<file path="src/rtl/raster_pkg.sv">
package raster_pkg;

    typedef enum logic {
        RT_MASTER = 1'b0,
        RT_SLAVE  = 1'b1
    } rt_mode_e;

    typedef struct packed {
        logic h_vis;
        logic v_vis;
        logic hs_on;
        logic vs_on;
    } rt_win_t;

    function automatic logic rt_in_win(input int unsigned pos,
                                       input int unsigned first,
                                       input int unsigned len);
        return (pos >= first) && (pos < first + len);
    endfunction

    function automatic logic rt_level(input logic on, input logic act_high);
        return act_high ? on : ~on;
    endfunction

endpackage

</file>
<file path="src/rtl/raster_fsync_det.sv">
module raster_fsync_det (
    input  logic clk,
    input  logic rst,
    input  logic en,
    input  logic fsync_in,
    input  logic frame_end,
    output logic resync
);
    logic s1_q, s2_q, s3_q;
    logic armed_q;
    logic rise;

    always_ff @(posedge clk) begin
        if (rst) begin
            s1_q <= 1'b0;
            s2_q <= 1'b0;
            s3_q <= 1'b0;
        end else begin
            s1_q <= fsync_in;
            s2_q <= s1_q;
            s3_q <= s2_q;
        end
    end

    assign rise   = s2_q & ~s3_q;
    assign resync = en & rise & (armed_q | frame_end);

    always_ff @(posedge clk) begin
        if (rst)            armed_q <= 1'b1;
        else if (resync)    armed_q <= 1'b0;
        else if (frame_end) armed_q <= 1'b1;
    end

    AST_ONE_PER_FRAME: assert property (@(posedge clk) disable iff (rst)
        resync |=> !armed_q);
    AST_REARM_AT_END: assert property (@(posedge clk) disable iff (rst)
        (frame_end && !resync) |=> armed_q);

endmodule

</file>
<file path="src/rtl/raster_counter.sv">
module raster_counter #(
    parameter int unsigned CW = 12
) (
    input  logic          clk,
    input  logic          rst,
    input  logic [CW-1:0] h_total,
    input  logic [CW-1:0] v_total,
    input  logic          interlace,
    input  logic          resync,
    output logic [CW-1:0] h_q,
    output logic [CW-1:0] v_q,
    output logic          field_q,
    output logic          frame_end
);
    localparam int unsigned XW = CW + 1;

    logic [XW-1:0] h_next_x, v_next_x, v_len_x;
    logic          h_last, v_last;

    assign h_next_x  = {1'b0, h_q} + XW'(1);
    assign v_next_x  = {1'b0, v_q} + XW'(1);
    assign v_len_x   = {1'b0, v_total} + XW'(interlace & field_q);
    assign h_last    = h_next_x >= {1'b0, h_total};
    assign v_last    = v_next_x >= v_len_x;
    assign frame_end = h_last & v_last & (~interlace | field_q);

    always_ff @(posedge clk) begin
        if (rst || resync) begin
            h_q     <= '0;
            v_q     <= '0;
            field_q <= 1'b0;
        end else if (h_last) begin
            h_q <= '0;
            if (v_last) begin
                v_q     <= '0;
                field_q <= interlace ? ~field_q : 1'b0;
            end else begin
                v_q <= v_next_x[CW-1:0];
            end
        end else begin
            h_q <= h_next_x[CW-1:0];
        end
    end

    AST_RESYNC_ZERO: assert property (@(posedge clk) disable iff (rst)
        resync |=> (h_q == '0) && (v_q == '0) && !field_q);
    AST_H_WRAP: assert property (@(posedge clk) disable iff (rst)
        (!resync && h_last) |=> (h_q == '0));
    AST_H_STEP: assert property (@(posedge clk) disable iff (rst)
        (!resync && !h_last) |=> (h_q == $past(h_q) + 1'b1));
    AST_FIELD_HOLD: assert property (@(posedge clk) disable iff (rst)
        (!resync && !(h_last && v_last)) |=> $stable(field_q));
    AST_PROG_FIELD: assert property (@(posedge clk) disable iff (rst)
        (!interlace && !field_q) |=> !field_q);

endmodule

</file>
<file path="src/rtl/raster_decode.sv">
module raster_decode
    import raster_pkg::*;
#(
    parameter int unsigned CW = 12
) (
    input  logic [CW-1:0] h,
    input  logic [CW-1:0] v,
    input  logic          fld,
    input  logic [CW-1:0] h_active,
    input  logic [CW-1:0] hs_start,
    input  logic [CW-1:0] hs_len,
    input  logic [CW-1:0] v_active,
    input  logic [CW-1:0] vs_start,
    input  logic [CW-1:0] vs_len,
    input  logic          hs_high,
    input  logic          vs_high,
    input  logic          field_sel,
    output logic          active,
    output logic          hsync,
    output logic          vsync,
    output logic          blank_or_field,
    output logic          frame_start
);
    rt_win_t win;

    always_comb begin
        win.h_vis = h < h_active;
        win.v_vis = v < v_active;
        win.hs_on = rt_in_win(32'(h), 32'(hs_start), 32'(hs_len));
        win.vs_on = rt_in_win(32'(v), 32'(vs_start), 32'(vs_len));
    end

    assign active         = win.h_vis & win.v_vis;
    assign hsync          = rt_level(win.hs_on, hs_high);
    assign vsync          = rt_level(win.vs_on, vs_high);
    assign blank_or_field = field_sel ? fld : ~active;
    assign frame_start    = (h == '0) && (v == '0) && !fld;

endmodule

</file>
<file path="src/rtl/raster_timer.sv">
module raster_timer
    import raster_pkg::*;
#(
    parameter int unsigned CW = 12
) (
    input  logic          clk,
    input  logic          rst,
    input  logic [CW-1:0] cfg_h_total,
    input  logic [CW-1:0] cfg_h_active,
    input  logic [CW-1:0] cfg_hsync_start,
    input  logic [CW-1:0] cfg_hsync_len,
    input  logic [CW-1:0] cfg_v_total,
    input  logic [CW-1:0] cfg_v_active,
    input  logic [CW-1:0] cfg_vsync_start,
    input  logic [CW-1:0] cfg_vsync_len,
    input  logic          cfg_hsync_high,
    input  logic          cfg_vsync_high,
    input  logic          cfg_interlace,
    input  logic          cfg_slave,
    input  logic          cfg_field_on_blank,
    input  logic          fsync_in,
    output logic          fsync_out,
    output logic          fsync_oe,
    output logic [CW-1:0] h_count,
    output logic [CW-1:0] v_count,
    output logic          field,
    output logic          active,
    output logic          hsync,
    output logic          vsync,
    output logic          blank_or_field
);
    rt_mode_e mode;
    logic     resync, frame_end, frame_start;

    assign mode = rt_mode_e'(cfg_slave);

    raster_fsync_det u_fsync (
        .clk       (clk),
        .rst       (rst),
        .en        (mode == RT_SLAVE),
        .fsync_in  (fsync_in),
        .frame_end (frame_end),
        .resync    (resync)
    );

    raster_counter #(.CW(CW)) u_cnt (
        .clk       (clk),
        .rst       (rst),
        .h_total   (cfg_h_total),
        .v_total   (cfg_v_total),
        .interlace (cfg_interlace),
        .resync    (resync),
        .h_q       (h_count),
        .v_q       (v_count),
        .field_q   (field),
        .frame_end (frame_end)
    );

    raster_decode #(.CW(CW)) u_dec (
        .h              (h_count),
        .v              (v_count),
        .fld            (field),
        .h_active       (cfg_h_active),
        .hs_start       (cfg_hsync_start),
        .hs_len         (cfg_hsync_len),
        .v_active       (cfg_v_active),
        .vs_start       (cfg_vsync_start),
        .vs_len         (cfg_vsync_len),
        .hs_high        (cfg_hsync_high),
        .vs_high        (cfg_vsync_high),
        .field_sel      (cfg_field_on_blank),
        .active         (active),
        .hsync          (hsync),
        .vsync          (vsync),
        .blank_or_field (blank_or_field),
        .frame_start    (frame_start)
    );

    assign fsync_oe  = (mode == RT_MASTER);
    assign fsync_out = fsync_oe & frame_start;

    AST_OE_MODE: assert property (@(posedge clk) disable iff (rst)
        fsync_out |-> fsync_oe);
    AST_MASTER_FREE: assert property (@(posedge clk) disable iff (rst)
        (mode == RT_MASTER) |-> !resync);

endmodule

</file>
<file path="config.mk">
export PLATFORM = sky130hd
export DESIGN_NAME = raster_timer
export DESIGN_NICKNAME = d
export VERILOG_FILES = /design/src/rtl/raster_pkg.sv /design/src/rtl/raster_fsync_det.sv /design/src/rtl/raster_counter.sv /design/src/rtl/raster_decode.sv /design/src/rtl/raster_timer.sv
export SDC_FILE = /design/constraint.sdc
export NUM_CORES = 1
export LEC_CHECK = 0
export BUFFER_PORTS_ARGS = -buffer_cell sky130_fd_sc_hd__buf_2
export CAP_MARGIN = 0
export CORE_MARGIN = 3
export CORE_UTILIZATION = 47
export CTS_CLUSTER_DIAMETER = 100
export DETAILED_ROUTE_END_ITERATION = 10
export PLACE_DENSITY_LB_ADDON = 0.1
export SYNTH_ARGS = -nofsm -noshare
export SYNTH_HDL_FRONTEND = slang
export SYNTH_SLANG_ARGS = --single-unit
</file>
<file path="constraint.sdc">
create_clock -name clk -period 3.7 [get_ports clk]
set_input_delay 0.74 -clock clk [delete_from_list [all_inputs] [get_ports clk]]
set_output_delay 0.74 -clock clk [all_outputs]
set_load 0.01 [all_outputs]
</file>
==> impl_metrics.tcl <==
set metrics [dict create \
    synth_warnings 0 \
    r2r_start "u_cnt.v_q[1]$_SDFFE_PP0P_" \
    synthFlopType "dfxtp_1" \
    place_area_um2 6123 \
    period_share_pct 108.4 \
    nFillCells 866 \
    grt_use_total_pct 23.71 \
    overflow 0 \
    cts_buffers 5 \
    finalNetCount 1041 \
    final_cell_area_um2 6497 \
    cts_root_buf "clkbuf_8" \
    violations "negative setup slack" \
    dr.pass1.iters 4 \
    leakagePower_nw 3.600 \
    avgRoutedWirePerCell_um 14.57 \
    worst_pin_slew_ns 0.8186 \
    insertion_delay_ns 0.28 \
    timing.rr.end "u_cnt.v_q[5]$_SDFFE_PP0P_" \
    netlist_instances 616 \
    rr_worst_depth 15 \
    status "complete, but fails checks" \
    core_area_um2 9910 \
    p_sw_uw 380.7 \
    async_reset_ff_share_pct 0 \
    seq_power_share_pct 27.4 \
    arrival_ns 3.27 \
    fmaxAchievable_mhz 249.4 \
    grt_pass1_wl_mm 22.82 \
    netlist_top_cells_area "ha_1, dfxtp_1, inv_1, xnor2_1, xor2_1" \
    intPower_uw 799.0 \
    fin_skew_ns 0.004484 \
    criticalPathCategory "in2out" \
    grt_start_max_net_pins 27 \
    hpwl_mm 11.35 \
    cts_hold_buffers 0 \
    reg2reg_slack_ns 0.33 \
    finalHoldViolations 0 \
    synth_edf_count 0 \
    area_growth_pct 33.32 \
    grt_pass1_vias 5169 \
    fp.dieH_um 107.8 \
    rows 36 \
    final-seq-area_um2 580.6 \
    yosysTopAreaCell "ha_1" \
    drc 0 \
    switching_share_pct 32.27 \
    ys_ff_latch 29 \
    yosysTopAreaCellShare_pct 31.84 \
    utilization_pct 65.57 \
    rsz0062_at_grt "yes" \
    cp-startpoint "cfg_vsync_start[1]" \
    first_iter_violations 228 \
    port_buffers 134 \
    die_w_um 107.8 \
    dieArea_um2 11630 \
    gp_congestion 0.9050 \
    htreeDepth 2 \
    powerDensity_nw_per_um2 181.6 \
    finalSetupViolCount 2 \
    pre_cts_ws_ns -0.6184 \
    synth_fp_nets 846 \
    tritoncts "yes" \
    min_path_type "reg2reg" \
    initial_core_util_pct 49.18 \
    relSlewSlack_pct 45.42 \
    multiInputGateArea_um2 4192 \
    finalCriticalPeriod_ns 4.010 \
    crit_required_ns 2.96 \
    crit_top_cell "o21ai_1" \
    io_pins 135 \
    clock-sinks 29 \
    setup_ws_ns -0.3098 \
    yosysSeqAreaShare_pct 11.91 \
    via_count 5128 \
    synth_area_um2 4873 \
    clk_pin_slew_worst_paths_ns 0.06 \
    drive_gt1_share_pct 30.17 \
    routed_via_density 5.426 \
    vdd_drop_max_mv 0.1656 \
    cp_max_fo 3 \
    startpoint_type "primary input" \
    max_stage_delay_ns 0.42 \
    clockBufferDepth 2 \
    routed_wl_mm 13.77 \
    cpMaxStageDelayCell "fa_2" \
    max_cap_violations 0 \
    finalMaxSlewViolations 0 \
    clockPowerShare_pct 29.2 \
    antenna_cells 0 \
    postSynthAreaPerCell_um2 7.911 \
    ant_nets 0 \
    combinationalPowerShare_pct 43.4 \
    worstPathCellList "buf_2 > inv_2 > fa_2 > nor2b_4 > o2111ai_4 > a31oi_4 > a31oi_1 > xor2_1 > ha_1 > o21ai_1 > a211oi_1 > o21ai_1 > o21ai_1 > xor2_1 > buf_2" \
    end_kind "output port" \
    synthDistinctLibCells 49 \
    grt_antenna_before_repair 0 \
    crit_end "vsync" \
    setup_tns_ns -0.6128 \
]
==> registers in the layout (all words and copies together) (netlist names) <==
signal,flops
u_cnt.h_q,12
u_cnt.v_q,12
u_fsync.s2_q,1
u_fsync.armed_q,1
u_fsync.s3_q,1
u_cnt.field_q,1
u_fsync.s1_q,1
==> cells by family after synthesis <==
kind of cell             after synthesis  synth area share, %
AND/OR/NAND/NOR                      179                19.51
AO/OA/AOI/OAI                        150                19.92
adder cells (fa/ha/maj)              126                32.66
buffers and inverters                 78                6.239
XOR/XNOR                              52                9.345
flip-flops                            29                11.91
multiplexers                           2               0.4108
==> worst min-delay path by stage <==
stage,from,to,cells past startpoint
2_1_floorplan,u_fsync.s1_q$_SDFF_PP0_,u_fsync.s2_q$_SDFF_PP0_,1
3_3_place_gp,u_fsync.s1_q$_SDFF_PP0_,u_fsync.s2_q$_SDFF_PP0_,1
3_5_place_dp,u_fsync.s1_q$_SDFF_PP0_,u_fsync.s2_q$_SDFF_PP0_,1
4_1_cts,u_fsync.s1_q$_SDFF_PP0_,u_fsync.s2_q$_SDFF_PP0_,1
5_1_grt,u_fsync.s1_q$_SDFF_PP0_,u_fsync.s2_q$_SDFF_PP0_,1
6_report,u_fsync.s1_q$_SDFF_PP0_,u_fsync.s2_q$_SDFF_PP0_,1
==> cell usage after synthesis (all sizes together) (17+ instances only) <==
cell,count
xor2,23
xnor2,29
inv,69
a21o,17
nand2,30
ha,124
nor2,31
dfxtp,29
nand3,31
and3,22
a21oi,40
o21ai,36
==> worst max-delay path, delay by kind of cell <==
family	cells	cell delay (ns)
AND/OR/NAND/NOR	1	0.16
buffers and inverters	3	0.34
XOR/XNOR	2	0.31
AO/OA/AOI/OAI	7	1.02
adder cells (fa/ha/maj)	2	0.69
==> per-stage QoR <==
stage / power, mW / cells / hold WS (ns)
global route: 1.261 / 945 / 0.4633
floorplan: 0.5988 / 616 / 0.4138
global placement: 0.7648 / 931 / 0.4173
finish: 1.180 / 945 / 0.4428
CTS: 1.164 / 943 / 0.4535
detailed placement: 0.7819 / 931 / 0.4386
==> cell usage in the layout, fill, tap and decap left out, drive strengths merged, types with 2 or more instances in the layout <==
cell     count
o21ai       36
nor2b       14
ha         124
nor2        31
a31oi       11
o2111ai      7
inv         69
fa           2
mux2i        2
o41ai        2
a211o        2
a211oi      10
a21oi       40
o21bai       4
xor2        23
o21a         6
a22oi        2
a21o        17
nor4b        2
a21boi       4
nand2b       9
and2         4
nand4        8
clkbuf       6
nand2       30
nor4         4
and3        22
buf        197
xnor2       29
a2111oi      4
nand3b       5
dfxtp       29
nand3       31
or2          5
nor3        12
==> power groups by stage <==
stage          Clock (mW)  Combinational [mW]  Sequential, mW
2_1_floorplan           0               0.268           0.331
3_3_place_gp            0               0.435           0.330
3_5_place_dp            0               0.452           0.330
4_1_cts             0.349               0.492           0.323
5_1_grt             0.364               0.573           0.324
6_report            0.345               0.512           0.323
==> timing repair <==
item | in CTS | in global routing
setup buffers | 4 | 2
pin swaps | 30 | 8
gates resized for setup | 34 | 15
endpoints found under the setup margin | 2 | 10
==> cell type report <==
class / instances / area share, %
multi-input combinational: 509 / 64.51
timing repair buffer: 197 / 18.16
sequential: 29 / 8.935
inverter: 69 / 3.986
tap: 133 / 2.561
clock buffer: 6 / 1.271
clock inverter: 2 / 0.5777
==> routing by layer <==
layer,wire length [um],track usage [%],vias to the layer above
met1,6226,31.36,2354
met2,6610,41.12,152
met5,0,0,-
met3,790,2.759,12
li1,-,-,2610
met4,140,5.410,0
No activity file was read; power rests on OpenSTA's default activity.
